$ cat src/rtl/wdog_pkg.sv
package wdog_pkg;
  localparam int unsigned CNT_W = 15;

  localparam logic [3:0] A_SERVICE = 4'd0;
  localparam logic [3:0] A_TMO     = 4'd1;
  localparam logic [3:0] A_STOPA   = 4'd2;
  localparam logic [3:0] A_STOPB   = 4'd3;
  localparam logic [3:0] A_STAT    = 4'd4;
  localparam logic [3:0] A_CNT     = 4'd5;
  localparam logic [3:0] A_DBG     = 4'd6;
  localparam logic [3:0] A_RESUME  = 4'd7;
  localparam logic [3:0] A_EVT     = 4'd8;
  localparam logic [3:0] A_MSK     = 4'd9;
  localparam logic [3:0] A_FRC     = 4'd10;

  localparam logic [15:0] KEY_SERVICE = 16'hFEED;
  localparam logic [15:0] KEY_STOPA   = 16'h2BAD;
  localparam logic [15:0] KEY_STOPB   = 16'hCAFE;
  localparam logic [15:0] KEY_RESUME  = 16'hACED;
  localparam logic [15:0] KEY_CLEAR   = 16'hE8B4;
  localparam logic [15:0] CODE_STOP   = 16'hDABE;
  localparam logic [15:0] CODE_EXP    = 16'hCFE8;

  typedef enum logic [1:0] {ST_IDLE, ST_RUN, ST_STOP} wd_state_e;

  // status-style readback: a fixed code when the flag is set, else zero
  function automatic logic [15:0] code_if(input logic flag, input logic [15:0] code);
    return flag ? code : 16'h0000;
  endfunction

  // true when the coming tick ends the countdown
  function automatic logic final_step(input logic [CNT_W-1:0] c);
    return c <= CNT_W'(1);
  endfunction

  // true when the coming tick leaves exactly one tick remaining
  function automatic logic warn_step(input logic [CNT_W-1:0] c);
    return c == CNT_W'(2);
  endfunction
endpackage

$ cat src/rtl/wdog_tick.sv
module wdog_tick #(
  parameter int unsigned TICK_DIV = 500000
) (
  input  logic clk,
  input  logic rst_n,
  input  logic run,
  input  logic clr,
  output logic tick
);
  localparam int unsigned PW = (TICK_DIV > 1) ? $clog2(TICK_DIV) : 1;
  localparam logic [PW-1:0] PRE_LAST = PW'(TICK_DIV - 1);

  logic [PW-1:0] pre_q;

  assign tick = run && (pre_q == PRE_LAST);

  always_ff @(posedge clk or negedge rst_n) begin
    if (!rst_n)    pre_q <= '0;
    else if (clr)  pre_q <= '0;
    else if (run)  pre_q <= tick ? '0 : pre_q + 1'b1;
  end
endmodule

$ cat src/rtl/wdog_ctrl.sv
module wdog_ctrl
  import wdog_pkg::*;
(
  input  logic             clk,
  input  logic             rst_n,
  input  logic             wr_service,
  input  logic             wr_stopa,
  input  logic             wr_stopb,
  input  logic             wr_stat,
  input  logic             wr_resume,
  input  logic [15:0]      wdata,
  input  logic             expire,
  output wd_state_e        st,
  output logic             feed_ok,
  output logic             timed_out
);
  wd_state_e st_q;
  logic      arm_q;
  logic      stop_ok;
  logic      resume_ok;
  logic      clear_ok;

  assign feed_ok   = wr_service && (wdata == KEY_SERVICE) && (st_q != ST_STOP);
  assign stop_ok   = wr_stopb && (wdata == KEY_STOPB) && arm_q;
  assign resume_ok = wr_resume && (wdata == KEY_RESUME) && (st_q == ST_STOP);
  assign clear_ok  = wr_stat && (wdata == KEY_CLEAR);
  assign st        = st_q;

  always_ff @(posedge clk or negedge rst_n) begin
    if (!rst_n) begin
      st_q      <= ST_IDLE;
      arm_q     <= 1'b0;
      timed_out <= 1'b0;
    end else begin
      if (wr_stopa)      arm_q <= (wdata == KEY_STOPA);
      else if (wr_stopb) arm_q <= 1'b0;

      if (stop_ok)        st_q <= ST_STOP;
      else if (resume_ok) st_q <= ST_IDLE;
      else if (feed_ok)   st_q <= ST_RUN;

      if (expire)        timed_out <= 1'b1;
      else if (clear_ok) timed_out <= 1'b0;
    end
  end

  AST_STOP_NEEDS_ARM: assert property (@(posedge clk) disable iff (!rst_n)
    $rose(st_q == ST_STOP) |-> $past(arm_q));
  AST_STATUS_CLEAR_KEYED: assert property (@(posedge clk) disable iff (!rst_n)
    $fell(timed_out) |-> $past(wr_stat && wdata == KEY_CLEAR));
endmodule

$ cat src/rtl/wdog_count.sv
module wdog_count
  import wdog_pkg::*;
#(
  parameter int unsigned RST_CYC = 16
) (
  input  logic             clk,
  input  logic             rst_n,
  input  logic             load,
  input  logic [CNT_W-1:0] tmo,
  input  logic             tick,
  output logic [CNT_W-1:0] cnt,
  output logic             busy,
  output logic             warn,
  output logic             expire,
  output logic             rst_req
);
  localparam int unsigned RW = $clog2(RST_CYC + 1);

  logic [CNT_W-1:0] cnt_q;
  logic [RW-1:0]    pulse_q;

  assign expire  = tick && final_step(cnt_q);
  assign warn    = tick && warn_step(cnt_q);
  assign busy    = load || tick;
  assign cnt     = cnt_q;
  assign rst_req = (pulse_q != '0);

  always_ff @(posedge clk or negedge rst_n) begin
    if (!rst_n) begin
      cnt_q   <= '0;
      pulse_q <= '0;
    end else begin
      if (load || expire) cnt_q <= tmo;
      else if (tick)      cnt_q <= cnt_q - 1'b1;

      if (expire)             pulse_q <= RW'(RST_CYC);
      else if (pulse_q != '0) pulse_q <= pulse_q - 1'b1;
    end
  end

  AST_PULSE_AFTER_EXPIRE: assert property (@(posedge clk) disable iff (!rst_n)
    expire |=> rst_req);
endmodule

$ cat src/rtl/keyed_wdog.sv
module keyed_wdog
  import wdog_pkg::*;
#(
  parameter int unsigned TICK_DIV = 500000,
  parameter int unsigned RST_CYC  = 16,
  parameter logic [14:0] TMO_INIT = 15'h7FFF
) (
  input  logic        clk,
  input  logic        rst_n,
  input  logic        wr_en,
  input  logic [3:0]  addr,
  input  logic [15:0] wdata,
  output logic [15:0] rdata,
  input  logic        dbg_attached,
  output logic        irq_o,
  output logic        rst_req_o
);
  // register write strobes, one per register
  logic wr_service, wr_tmo, wr_stopa, wr_stopb, wr_stat;
  logic wr_dbg, wr_resume, wr_evt, wr_msk, wr_frc;

  assign wr_service = wr_en && (addr == A_SERVICE);
  assign wr_tmo     = wr_en && (addr == A_TMO);
  assign wr_stopa   = wr_en && (addr == A_STOPA);
  assign wr_stopb   = wr_en && (addr == A_STOPB);
  assign wr_stat    = wr_en && (addr == A_STAT);
  assign wr_dbg     = wr_en && (addr == A_DBG);
  assign wr_resume  = wr_en && (addr == A_RESUME);
  assign wr_evt     = wr_en && (addr == A_EVT);
  assign wr_msk     = wr_en && (addr == A_MSK);
  assign wr_frc     = wr_en && (addr == A_FRC);

  logic [CNT_W-1:0] tmo_q;
  logic             msk_q, frc_q, evt_q, dbg_run_q;

  // internal events, named for the assertions
  wd_state_e        st;
  logic             feed_ok, timed_out, run, tick;
  logic             warn, expire, busy;
  logic [CNT_W-1:0] cnt;

  assign run = (st == ST_RUN) && (!dbg_attached || dbg_run_q);

  wdog_ctrl u_ctrl (
    .clk(clk), .rst_n(rst_n),
    .wr_service(wr_service), .wr_stopa(wr_stopa), .wr_stopb(wr_stopb),
    .wr_stat(wr_stat), .wr_resume(wr_resume), .wdata(wdata),
    .expire(expire), .st(st), .feed_ok(feed_ok), .timed_out(timed_out)
  );

  wdog_tick #(.TICK_DIV(TICK_DIV)) u_tick (
    .clk(clk), .rst_n(rst_n), .run(run), .clr(feed_ok), .tick(tick)
  );

  wdog_count #(.RST_CYC(RST_CYC)) u_count (
    .clk(clk), .rst_n(rst_n), .load(feed_ok), .tmo(tmo_q), .tick(tick),
    .cnt(cnt), .busy(busy), .warn(warn), .expire(expire), .rst_req(rst_req_o)
  );

  always_ff @(posedge clk or negedge rst_n) begin
    if (!rst_n) begin
      tmo_q     <= TMO_INIT;
      msk_q     <= 1'b0;
      frc_q     <= 1'b0;
      evt_q     <= 1'b0;
      dbg_run_q <= 1'b0;
    end else begin
      if (wr_tmo) tmo_q     <= wdata[CNT_W-1:0];
      if (wr_msk) msk_q     <= wdata[0];
      if (wr_frc) frc_q     <= wdata[0];
      if (wr_dbg) dbg_run_q <= wdata[0];
      if (warn || frc_q)          evt_q <= 1'b1;
      else if (wr_evt && wdata[0]) evt_q <= 1'b0;
    end
  end

  assign irq_o = evt_q && msk_q;

  always_comb begin
    case (addr)
      A_TMO:   rdata = {1'b0, tmo_q};
      A_STOPB: rdata = code_if(st == ST_STOP, CODE_STOP);
      A_STAT:  rdata = code_if(timed_out, CODE_EXP);
      A_CNT:   rdata = {busy, cnt};
      A_DBG:   rdata = {14'd0, dbg_attached, dbg_run_q};
      A_EVT:   rdata = {15'd0, evt_q};
      A_MSK:   rdata = {15'd0, msk_q};
      A_FRC:   rdata = {15'd0, frc_q};
      default: rdata = 16'h0000;
    endcase
  end

  AST_IRQ_NEEDS_MASK: assert property (@(posedge clk) disable iff (!rst_n)
    irq_o |-> msk_q);
  AST_HOLD_WHEN_STOPPED: assert property (@(posedge clk) disable iff (!rst_n)
    $past(st == ST_STOP) |-> $stable(cnt));
  AST_HOLD_UNDER_DEBUG: assert property (@(posedge clk) disable iff (!rst_n)
    $past(dbg_attached && !dbg_run_q && !feed_ok) |-> $stable(cnt));
  AST_FORCE_SETS_EVENT: assert property (@(posedge clk) disable iff (!rst_n)
    frc_q |=> evt_q);
endmodule

$ cat config.mk
export PLATFORM = sky130hd
export DESIGN_NAME = keyed_wdog
export DESIGN_NICKNAME = d
export VERILOG_FILES = /design/src/rtl/wdog_pkg.sv /design/src/rtl/wdog_tick.sv /design/src/rtl/wdog_ctrl.sv /design/src/rtl/wdog_count.sv /design/src/rtl/keyed_wdog.sv
export SDC_FILE = /design/constraint.sdc
export NUM_CORES = 1
export LEC_CHECK = 0
export BUFFER_PORTS_ARGS = -buffer_cell sky130_fd_sc_hd__buf_2
export CORE_ASPECT_RATIO = 1.1
export CORE_MARGIN = 8
export CORE_UTILIZATION = 53
export DETAILED_ROUTE_END_ITERATION = 6
export PLACE_DENSITY_LB_ADDON = 0.15
export SYNTH_ARGS = -nofsm -noshare
export SYNTH_HDL_FRONTEND = slang
export SYNTH_SLANG_ARGS = --single-unit
$ cat constraint.sdc
create_clock -name clk -period 2.2 [get_ports clk]
set_clock_uncertainty 0.15 [all_clocks]
set_input_delay 0.11 -clock clk [delete_from_list [all_inputs] [get_ports clk]]
set_output_delay 0.11 -clock clk [all_outputs]
set_load 0.005 [all_outputs]
==> impl_metrics.env, run 1 <==
export IMPL_status="finished with violations"
export IMPL_violations="negative setup slack"
export IMPL_grt_max_degree=28
export IMPL_core_um2=7010
export IMPL_cts_root_buf="clkbuf_8"
export IMPL_clk_pin_slew_ns=0.08
export IMPL_grt_pass1_wl_um=19700
export IMPL_hold_end="frc_q$_DFFE_PN0P_"
export IMPL_holdWs_ns=0.0287
export IMPL_rsz0062_at_grt="yes"
export IMPL_drv_cap=0
export IMPL_layout_worst_path_cycle_share_pct=117
export IMPL_placementRows=32
export IMPL_htreeDepth=3
export IMPL_cts_sinks=62
export IMPL_reg2reg_to="u_count.cnt[5]$_DFFE_PN0P_"
export IMPL_syn_area_um2=3820
export IMPL_postLayoutCoreUtil_pct=79.2
export IMPL_crit_path_cell_trace="ha_4 -> nand2_4 -> or3_4 -> or4_4 -> buf_6 -> nand2_4 -> buf_6 -> a21o_1 -> buf_2"
export IMPL_initial_core_util_pct=54.5
export IMPL_worst_pin_slew_ns=0.648
export IMPL_maxSlewViolCount=0
export IMPL_yosysTopAreaCell="dfrtp_1"
export IMPL_boundaryPins=42
export IMPL_path_max_fanout=2
export IMPL_ff2ff_path_depth=10
export IMPL_end_kind="output pin"
export IMPL_whs_path_depth=3
export IMPL_yosysMostFrequentCell="nor2_1"
export IMPL_io_buffers=41
export IMPL_syn_area_per_cell_um2=9.65
export IMPL_slowest_delay_ns=0.52
export IMPL_fp_dieH_um=105
export IMPL_ys_seq_area_share_pct=41.1
export IMPL_nFillCells=441
export IMPL_maxSlewHeadroom_pct=56.7
export IMPL_yosysWarnings=0
export IMPL_fin_ws_ns=-0.382
export IMPL_vias=3964
export IMPL_die_area_um2=10200
export IMPL_synth_seq_cells=62
export IMPL_wl_um=12700
export IMPL_synth_common_cells="nor2_1 (49), dfrtp_1 (47), nand2_1 (36)"
export IMPL_antennaDiodeCount=0
export IMPL_syn_num_nets=426
export IMPL_reg2reg_slack_ns=-0.35
export IMPL_synth_edf_count=0
export IMPL_track_usage_pct=23.4
export IMPL_hp_class="input pin to flip-flop"
export IMPL_grt_overflow_total=0
export IMPL_drtPass1Iterations=6
export IMPL_synth_flop_cell="dfrtp_1"
export IMPL_final_area_um2=5550
export IMPL_hpwl_um=8380
export IMPL_worstPathArrival_ns=2.32
export IMPL_gp_congestion=0.930
export IMPL_clockBufferDepth=2
export IMPL_start_kind="flip-flop"
export IMPL_synthDistinctLibCells=62
export IMPL_drtAntennaViolNets=0
export IMPL_drcViolationCount=0
export IMPL_p_leak_nw=2.57
export IMPL_drt_iter0_markers=287
export IMPL_yosysTopAreaCellShare_pct=30.8
export IMPL_timing_rr_start="u_tick.pre_q[0]$_DFFE_PN0P_"
export IMPL_cp_required_ns=1.94
export IMPL_powerDensity_nw_per_um2=482
export IMPL_fmax_mhz=387
export IMPL_cpMaxStageDelayCell="or4_4"
export IMPL_synthTopCellsByArea="dfrtp_1 (31%), dfstp_2 (10%), mux2_2 (5.3%), nor2_1 (4.8%), xnor2_1 (4.4%)"
export IMPL_worstHoldStart="wr_en"
export IMPL_ir_worst_vdd_mv=0.427
export IMPL_die_w_um=96.9
export IMPL_timing_final_hold_violations=0
export IMPL_tns_ns=-7.06
export IMPL_first_global_vias=4036
export IMPL_vias_per_cell=6.14
export IMPL_setup_viol=34
export IMPL_cts_tree="yes"
export IMPL_nNetsFinal=586
export IMPL_routedWlPerCell_um=19.6
export IMPL_clk_latency_ns=0.34
export IMPL_layout_drive_gt1_share_pct=43.9
export IMPL_dpl_instance_area_um2=4760
export IMPL_cts_buffers=9
export IMPL_syn_inst=396
export IMPL_total_power_mw=2.67
export IMPL_path_class="flip-flop to output pin"
export IMPL_antenna_found_initial=0
export IMPL_period_minus_slack_ns=2.58
export IMPL_syn2layout_area_growth_pct=45.3
export IMPL_async_flop_share_pct=100
[per-stage QoR]
step	setup WS (ns)	std cells
CTS	-0.376	641
floorplan	-0.102	396
finish	-0.382	646
global placement	-0.175	591
global route	-0.451	646
detailed placement	-0.179	591
[cell usage in the layout, fill, tap and decap left out, types with 4 or more instances in the layout]
| cell type | n |
|---|---|
| a21oi_1 | 7 |
| buf_6 | 15 |
| nand4_1 | 11 |
| a221o_1 | 6 |
| nor3_1 | 9 |
| dfstp_2 | 15 |
| and3_1 | 6 |
| nor2_1 | 44 |
| nor2b_1 | 5 |
| nor4_4 | 4 |
| o21ai_1 | 4 |
| ha_1 | 5 |
| buf_12 | 4 |
| inv_1 | 10 |
| mux2_2 | 18 |
| o21ai_0 | 6 |
| or4_4 | 4 |
| nand3_1 | 18 |
| clkbuf_8 | 10 |
| nor4b_1 | 4 |
| dfrtp_1 | 47 |
| a21oi_2 | 4 |
| nor2_4 | 4 |
| dlygate4sd3_1 | 18 |
| mux2i_1 | 7 |
| xnor2_1 | 19 |
| nor4_1 | 9 |
| buf_4 | 85 |
| a22oi_1 | 12 |
| nand2_1 | 32 |
| buf_2 | 41 |
[cells by family after synthesis]
kind of cell	after synthesis	synth area share, %
buffers and inverters	25	3.31
AO/OA/AOI/OAI	70	12.9
multiplexers	25	7.14
XOR/XNOR	19	4.36
AND/OR/NAND/NOR	189	29.3
adder cells (fa/ha/maj)	6	1.97
flip-flops	62	41.1
[registers in the layout, summed over array words and instances (netlist names)]
register / cells
u_tick.pre_q: 19
tmo_q: 15
u_count.cnt: 15
u_count.pulse_q: 5
u_ctrl.st: 2
dbg_run_q: 1
evt_q: 1
frc_q: 1
msk_q: 1
u_ctrl.arm_q: 1
u_ctrl.timed_out: 1
[area by class of cell]
cell class	count	area, um2	area share, %
timing repair buffer	164	1300	23.4
inverter	10	37.5	0.676
multi-input combinational	309	2330	42.0
tap	85	106	1.92
clock buffer	10	138	2.48
clock inverter	6	70.1	1.26
sequential	62	1570	28.3
[report_power, final]
group | total, mW | internal [mW] | leakage (nW) | switching (mW)
Combinational | 0.265 | 0.142 | 1.70 | 0.123
Sequential | 1.35 | 1.27 | 0.767 | 0.0817
Clock | 1.06 | 0.560 | 0.0951 | 0.502
[worst max-delay path: cells and delay by family (launching register included)]
| family | cells | cell delay [ns] |
|---|---|---|
| flops | 1 | 0.40 |
| buf+inv | 3 | 0.35 |
| simple gates | 4 | 0.96 |
| fa+ha+maj | 1 | 0.16 |
| compound gates | 1 | 0.10 |
[how the worst max path moves through the flow]
stage	from	cells past startpoint	endpoint
floorplan	u_tick.pre_q[0]$_DFFE_PN0P_	8	u_count.cnt[6]$_DFFE_PN0P_
global placement	u_count.cnt[4]$_DFFE_PN0P_	6	u_count.cnt[13]$_DFFE_PN0P_
detailed placement	u_tick.pre_q[11]$_DFFE_PN0P_	8	u_count.cnt[8]$_DFFE_PN0P_
CTS	u_tick.pre_q[0]$_DFFE_PN0P_	9	rdata[15]
global route	u_tick.pre_q[0]$_DFFE_PN0P_	9	rdata[15]
finish	u_tick.pre_q[0]$_DFFE_PN0P_	9	rdata[15]
[repair_timing]
| action | 4_1_cts | 5_1_grt |
|---|---|---|
| hold buffers | 18 | 0 |
| cloned | 1 | 0 |
| setup endpoints to repair | 45 | 44 |
| setup buffers | 15 | 7 |
| endpoints found under the hold margin | 34 | 0 |
| pin swaps | 11 | 13 |
| resized for setup | 26 | 25 |
[layer usage]
layer / up-vias / wire (um) / global-route usage (%)
met5: - / 0 / 0
met4: 0 / 431 / 10.6
met3: 47 / 669 / 3.36
met2: 192 / 6490 / 41.9
met1: 1936 / 5090 / 27.0
li1: 1789 / - / -
Note: power is estimated with default switching activity, not from simulation.
==> run 2: changes to the inputs <==
CORE_UTILIZATION = 55   (was 53)
CTS_BUF_LIST = sky130_fd_sc_hd__clkbuf_8   (was default)
==> run 2 against run 1 <==
The run still ends with negative setup slack left. Global-route usage up 3.1 points. Sequential share of layout area down 0.076 points. Die area fell by 3.1%. Sequential power about the same. Count of clock-buffer cells in the layout up 1. Critical path type is now flip-flop to flip-flop.
==> impl_metrics.env, run 2 (synthesis gave the netlist of run 1 again) <==
export IMPL_end_kind="flip-flop"
export IMPL_worstPathArrival_ns=2.56
export IMPL_antennaDiodeCount=0
export IMPL_violations="negative setup slack"
export IMPL_dpl_instance_area_um2=4760
export IMPL_multi_input_area_um2=2380
export IMPL_boundaryPins=42
export IMPL_gp_congestion=0.954
export IMPL_drcViolationCount=0
export IMPL_cts_sinks=62
export IMPL_die_area_um2=9870
export IMPL_final_area_um2=5570
export IMPL_track_usage_pct=26.5
export IMPL_postLayoutCoreUtil_pct=80.8
export IMPL_grt_max_degree=39
export IMPL_io_buffers=41
export IMPL_ir_worst_vdd_mv=0.567
export IMPL_first_global_vias=4047
export IMPL_holdWs_ns=0.0162
export IMPL_hp_class="input pin to flip-flop"
export IMPL_largest_register="u_tick.pre_q"
export IMPL_antenna_found_initial=0
export IMPL_grt_overflow_total=0
export IMPL_netSwitchingFraction_pct=24.1
export IMPL_layout_worst_path_cycle_share_pct=111
export IMPL_fin_ws_ns=-0.231
export IMPL_clockBufferDepth=2
export IMPL_clk_pin_slew_ns=0.07
export IMPL_largest_register_ff_count=19
export IMPL_die_w_um=95.5
export IMPL_drt_iter0_markers=395
export IMPL_initial_core_util_pct=55.5
export IMPL_powerDensity_nw_per_um2=497
export IMPL_period_minus_slack_ns=2.43
export IMPL_worst_pin_slew_ns=0.641
export IMPL_p_comb_share_pct=9.5
export IMPL_wl_um=13000
export IMPL_path_max_fanout=5
export IMPL_maxSlewViolCount=0
export IMPL_tns_ns=-2.95
export IMPL_nFillCells=437
export IMPL_timing_final_hold_violations=0
export IMPL_cp_required_ns=2.33
export IMPL_nNetsFinal=583
export IMPL_total_power_mw=2.77
export IMPL_power_frac_seq_pct=48.2
export IMPL_ff2ff_path_depth=8
export IMPL_vias_per_cell=6.34
export IMPL_cts_root_buf="clkbuf_8"
export IMPL_routedWlPerCell_um=20.3
export IMPL_clk_latency_ns=0.36
export IMPL_start_kind="flip-flop"
export IMPL_setup_worst_path_start="u_count.cnt[12]$_DFFE_PN0P_"
export IMPL_p_leak_nw=2.59
export IMPL_drtAntennaViolNets=0
export IMPL_drv_cap=0
export IMPL_cts_tree="yes"
export IMPL_regArea_um2=1570
export IMPL_syn2layout_area_growth_pct=45.7
export IMPL_reg2reg_to="u_count.cnt[6]$_DFFE_PN0P_"
export IMPL_rsz0062_at_grt="yes"
export IMPL_core_um2=6890
export IMPL_fmax_mhz=411
export IMPL_fp_dieH_um=103
export IMPL_layout_drive_gt1_share_pct=44.3
export IMPL_layout_commonest_cell="buf_4"
export IMPL_clock_power_share_pct=42.3
export IMPL_path_class="flip-flop to flip-flop"
export IMPL_status="finished with violations"
export IMPL_vias=4079
export IMPL_cts_buffers=9
export IMPL_placementRows=32
export IMPL_crit_path_end="u_count.cnt[6]$_DFFE_PN0P_"
export IMPL_setup_viol=22
export IMPL_mostFrequentLayoutCells="buf_4 (84), dfrtp_1 (47), nor2_1 (44), buf_2 (41), nand2_1 (31)"
export IMPL_hpwl_um=8240
export IMPL_reg2reg_slack_ns=-0.23
export IMPL_p_int_mw=2.10
export IMPL_htreeDepth=3
export IMPL_maxSlewHeadroom_pct=57.1
export IMPL_grt_pass1_wl_um=20100
export IMPL_timing_rr_start="u_count.cnt[12]$_DFFE_PN0P_"
export IMPL_drtPass1Iterations=5
export IMPL_p_switching_mw=0.666
## run 2: cell count changes in the layout (fill, tap and decap cells not counted), moves of 3 or more
cell / before / now
clkinvlp_4: 3 / 0
o21ai_0: 6 / 3
buf_6: 15 / 12
o21ai_1: 4 / 9
## run 2: worst max-delay path: stages (launching register included)
cell and delay, ns:
dfrtp_1 0.39, or4_4 0.58, nor4_4 0.40, o21ai_2 0.16, o21ai_4 0.24, buf_6 0.14
buf_4 0.12, nand2_1 0.07, o21ai_1 0.10
## run 2: how the worst min path moves through the flow
stage	cells after the start	slack (ns)	end	from
2_1_floorplan	0	-0.34	dbg_run_q$_DFFE_PN0P_	rst_n
3_3_place_gp	1	-0.0006	u_tick.pre_q[9]$_DFFE_PN0P_	rst_n
3_5_place_dp	1	0.004	u_tick.pre_q[9]$_DFFE_PN0P_	rst_n
4_1_cts	3	0.007	tmo_q[8]$_DFFE_PN1P_	wdata[8]
5_1_grt	3	0.02	tmo_q[8]$_DFFE_PN1P_	wdata[8]
6_report	4	0.02	evt_q$_DFFE_PN0P_	wdata[0]
## run 2: per-layer routing
metal / vias to the layer above / part of all wire (%) / GRT usage, % / routed length [um]
li1: 1792 / - / - / -
met4: 0 / 3.8 / 13.4 / 490
met2: 221 / 51 / 43.2 / 6620
met3: 59 / 6.5 / 6.64 / 852
met1: 2007 / 39 / 31.8 / 5080
met5: - / 0 / 0 / 0
## run 2: timing repair
| item | CTS | global route |
|---|---|---|
| endpoints found under the hold margin | 41 | 0 |
| setup endpoints to repair | 42 | 47 |
| hold buffers | 18 | 0 |
| gates cloned | 2 | 1 |
| pin swaps | 9 | 15 |
| setup buffers | 15 | 7 |
| gates resized for setup | 24 | 33 |
## run 2: through the flow
stage / setup slack (ns) / instances
2_1_floorplan: -0.102 / 396
3_3_place_gp: -0.134 / 590
3_5_place_dp: -0.139 / 590
4_1_cts: -0.319 / 641
5_1_grt: -0.302 / 643
6_report: -0.231 / 643
## run 2: power groups by stage
stage	Sequential [mW]	Combinational, mW	Clock [mW]
2_1_floorplan	1.33	0.127	0
3_3_place_gp	1.34	0.232	0
3_5_place_dp	1.35	0.237	0
4_1_cts	1.33	0.260	1.16
5_1_grt	1.34	0.289	1.22
6_report	1.33	0.264	1.17
## run 2: final cells by class
cell class	count	share of cell area (%)
Clock inverter	5	1.33
Multi-Input combinational cell	311	42.8
Sequential cell	62	28.2
Tap cell	85	1.91
Timing Repair Buffer	159	22.3
Clock buffer	11	2.72
Inverter	10	0.674
==> run 3: changes to the inputs <==
CORE_ASPECT_RATIO = 1.25   (was 1.1)
PLACE_DENSITY = 0.81   (was default)
PLACE_DENSITY_LB_ADDON = default   (was 0.15)
==> run 3 against run 2 <==
The run still ends with negative setup slack left. Via count increased by 6.3%. Wire length increased by 14%. Register-to-register slack got worse by 0.15 ns. Sequential cell count unchanged. Sequential share of layout area about the same. Fmax decreased by 5.8%. Combinational power increased by 2%. Global-route usage increased by 2.0 points. Power decreased by 4.5%. Worst setup slack got worse by 0.15 ns. Non-clock buffer count decreased by 2. First-iteration DRC count increased by 26%. Critical endpoint is now u_count.cnt[3]$_DFFE_PN0P_.
==> impl_metrics.env, run 3 (synthesis gave the netlist of run 1 again) <==
export IMPL_rsz0062_at_grt="yes"
export IMPL_core_um2=6850
export IMPL_worst_pin_slew_ns=0.625
export IMPL_violations="negative setup slack"
export IMPL_nFillCells=356
export IMPL_path_max_fanout=4
export IMPL_cts_sinks=62
export IMPL_drcViolationCount=0
export IMPL_initial_core_util_pct=55.8
export IMPL_status="finished with violations"
export IMPL_track_usage_pct=28.6
export IMPL_die_area_um2=9880
export IMPL_postLayoutCoreUtil_pct=81.3
export IMPL_gp_congestion=0.977
export IMPL_maxSlewViolCount=0
export IMPL_grt_max_degree=41
export IMPL_grt_overflow_total=0
export IMPL_first_global_vias=4384
export IMPL_cts_root_buf="clkbuf_8"
export IMPL_maxSlewHeadroom_pct=58.2
export IMPL_clk_pin_slew_ns=0.07
export IMPL_layout_drive_gt1_share_pct=45.2
export IMPL_fp_dieH_um=109
export IMPL_nNetsFinal=580
export IMPL_vias_per_cell=6.72
export IMPL_io_buffers=41
export IMPL_hp_class="input pin to flip-flop"
export IMPL_drv_cap=0
export IMPL_grt_pass1_wl_um=22500
export IMPL_htreeDepth=3
export IMPL_wl_um=14900
export IMPL_antenna_found_initial=0
export IMPL_largest_register="u_tick.pre_q"
export IMPL_drtAntennaViolNets=0
export IMPL_powerDensity_nw_per_um2=474
export IMPL_ir_worst_vdd_mv=0.433
export IMPL_die_w_um=90.5
export IMPL_mostFrequentLayoutCells="buf_4 (79), dfrtp_1 (47), nor2_1 (45), buf_2 (42), nand2_1 (29)"
export IMPL_start_kind="flip-flop"
export IMPL_path_class="flip-flop to flip-flop"
export IMPL_cp_required_ns=2.28
export IMPL_fmax_mhz=388
export IMPL_drt_iter0_markers=498
export IMPL_routedWlPerCell_um=23.1
export IMPL_largest_register_ff_count=19
export IMPL_syn2layout_area_growth_pct=45.8
export IMPL_holdWs_ns=0.0483
export IMPL_clk_latency_ns=0.35
export IMPL_timing_final_hold_violations=0
export IMPL_hpwl_um=8570
export IMPL_placementRows=34
export IMPL_end_kind="flip-flop"
export IMPL_clockBufferDepth=2
export IMPL_setup_viol=23
export IMPL_reg2reg_slack_ns=-0.38
export IMPL_layout_worst_path_cycle_share_pct=117
export IMPL_cts_tree="yes"
export IMPL_cts_buffers=9
export IMPL_antennaDiodeCount=0
export IMPL_period_minus_slack_ns=2.58
export IMPL_drtPass1Iterations=6
export IMPL_final_area_um2=5570
export IMPL_worstPathArrival_ns=2.67
export IMPL_boundaryPins=42
export IMPL_dpl_instance_area_um2=4750
export IMPL_fin_ws_ns=-0.381
export IMPL_vias=4337
export IMPL_layout_commonest_cell="buf_4"
export IMPL_p_leak_nw=2.58
run 3: final cells by class:
class	instances	area (um2)	area share, %
inverters	10	37.5	0.674
well taps	90	113	2.02
clock inverters	2	12.5	0.225
flip-flops and latches	62	1570	28.2
clock buffers	14	193	3.46
multi-input cells	310	2410	43.3
repair buffers	157	1230	22.1
run 3: worst max-delay path: stages, from the launching register on:
cell and delay, ns:
dfrtp_1 0.42, nor4b_2 0.27, nand4_1 0.19, or4_4 0.57
buf_6 0.17, buf_6 0.12, o41ai_4 0.24, o31ai_2 0.14
a22o_1 0.21
run 3: per-layer routing:
metal / GRT usage, % / vias to the layer above / routed length (um)
li1: - / 1782 / -
met4: 18.5 / 0 / 1090
met1: 30.9 / 2044 / 5230
met5: 0 / - / 0
met3: 7.85 / 132 / 1550
met2: 48.8 / 379 / 7050
run 3: worst paths after layout:
| path | from | endpoint | cells past startpoint |
|---|---|---|---|
| worst max-delay path | u_tick.pre_q[10]$_DFFE_PN0P_ | u_count.cnt[3]$_DFFE_PN0P_ | 8 |
| worst min-delay path | wdata[0] | u_ctrl.timed_out$_DFFE_PN0P_ | 4 |
| worst max register to register | u_tick.pre_q[10]$_DFFE_PN0P_ | u_count.cnt[3]$_DFFE_PN0P_ | 8 |
| worst min register to register | u_ctrl.timed_out$_DFFE_PN0P_ | u_ctrl.timed_out$_DFFE_PN0P_ | 1 |
| max in group asynchronous | rst_n | tmo_q[12]$_DFFE_PN1P_ | 3 |
| min in group asynchronous | rst_n | u_count.cnt[5]$_DFFE_PN0P_ | 2 |
run 3: repair_timing:
| action | in CTS | in global routing |
|---|---|---|
| gates resized for setup | 30 | 35 |
| endpoints found under the hold margin | 42 | 0 |
| pin swaps | 19 | 23 |
| cloned | 1 | 2 |
| hold buffers | 18 | 0 |
| endpoints found under the setup margin | 39 | 47 |
| buffers inserted | 8 | 10 |
run 3: where the power goes:
| part | switching (mW) | internal [mW] |
|---|---|---|
| Clock | 0.450 | 0.561 |
| Sequential | 0.0942 | 1.27 |
| Combinational | 0.127 | 0.140 |
run 3: per-stage QoR:
step	setup TNS, ns	cells	total power, mW	setup slack, ns
6_report	-5.82	645	2.64	-0.381
5_1_grt	-6.96	645	2.71	-0.447
4_1_cts	-2.79	636	2.62	-0.308
3_5_place_dp	-2.49	593	1.60	-0.230
3_3_place_gp	-0.575	593	1.58	-0.0861
2_1_floorplan	-1.04	396	1.45	-0.102
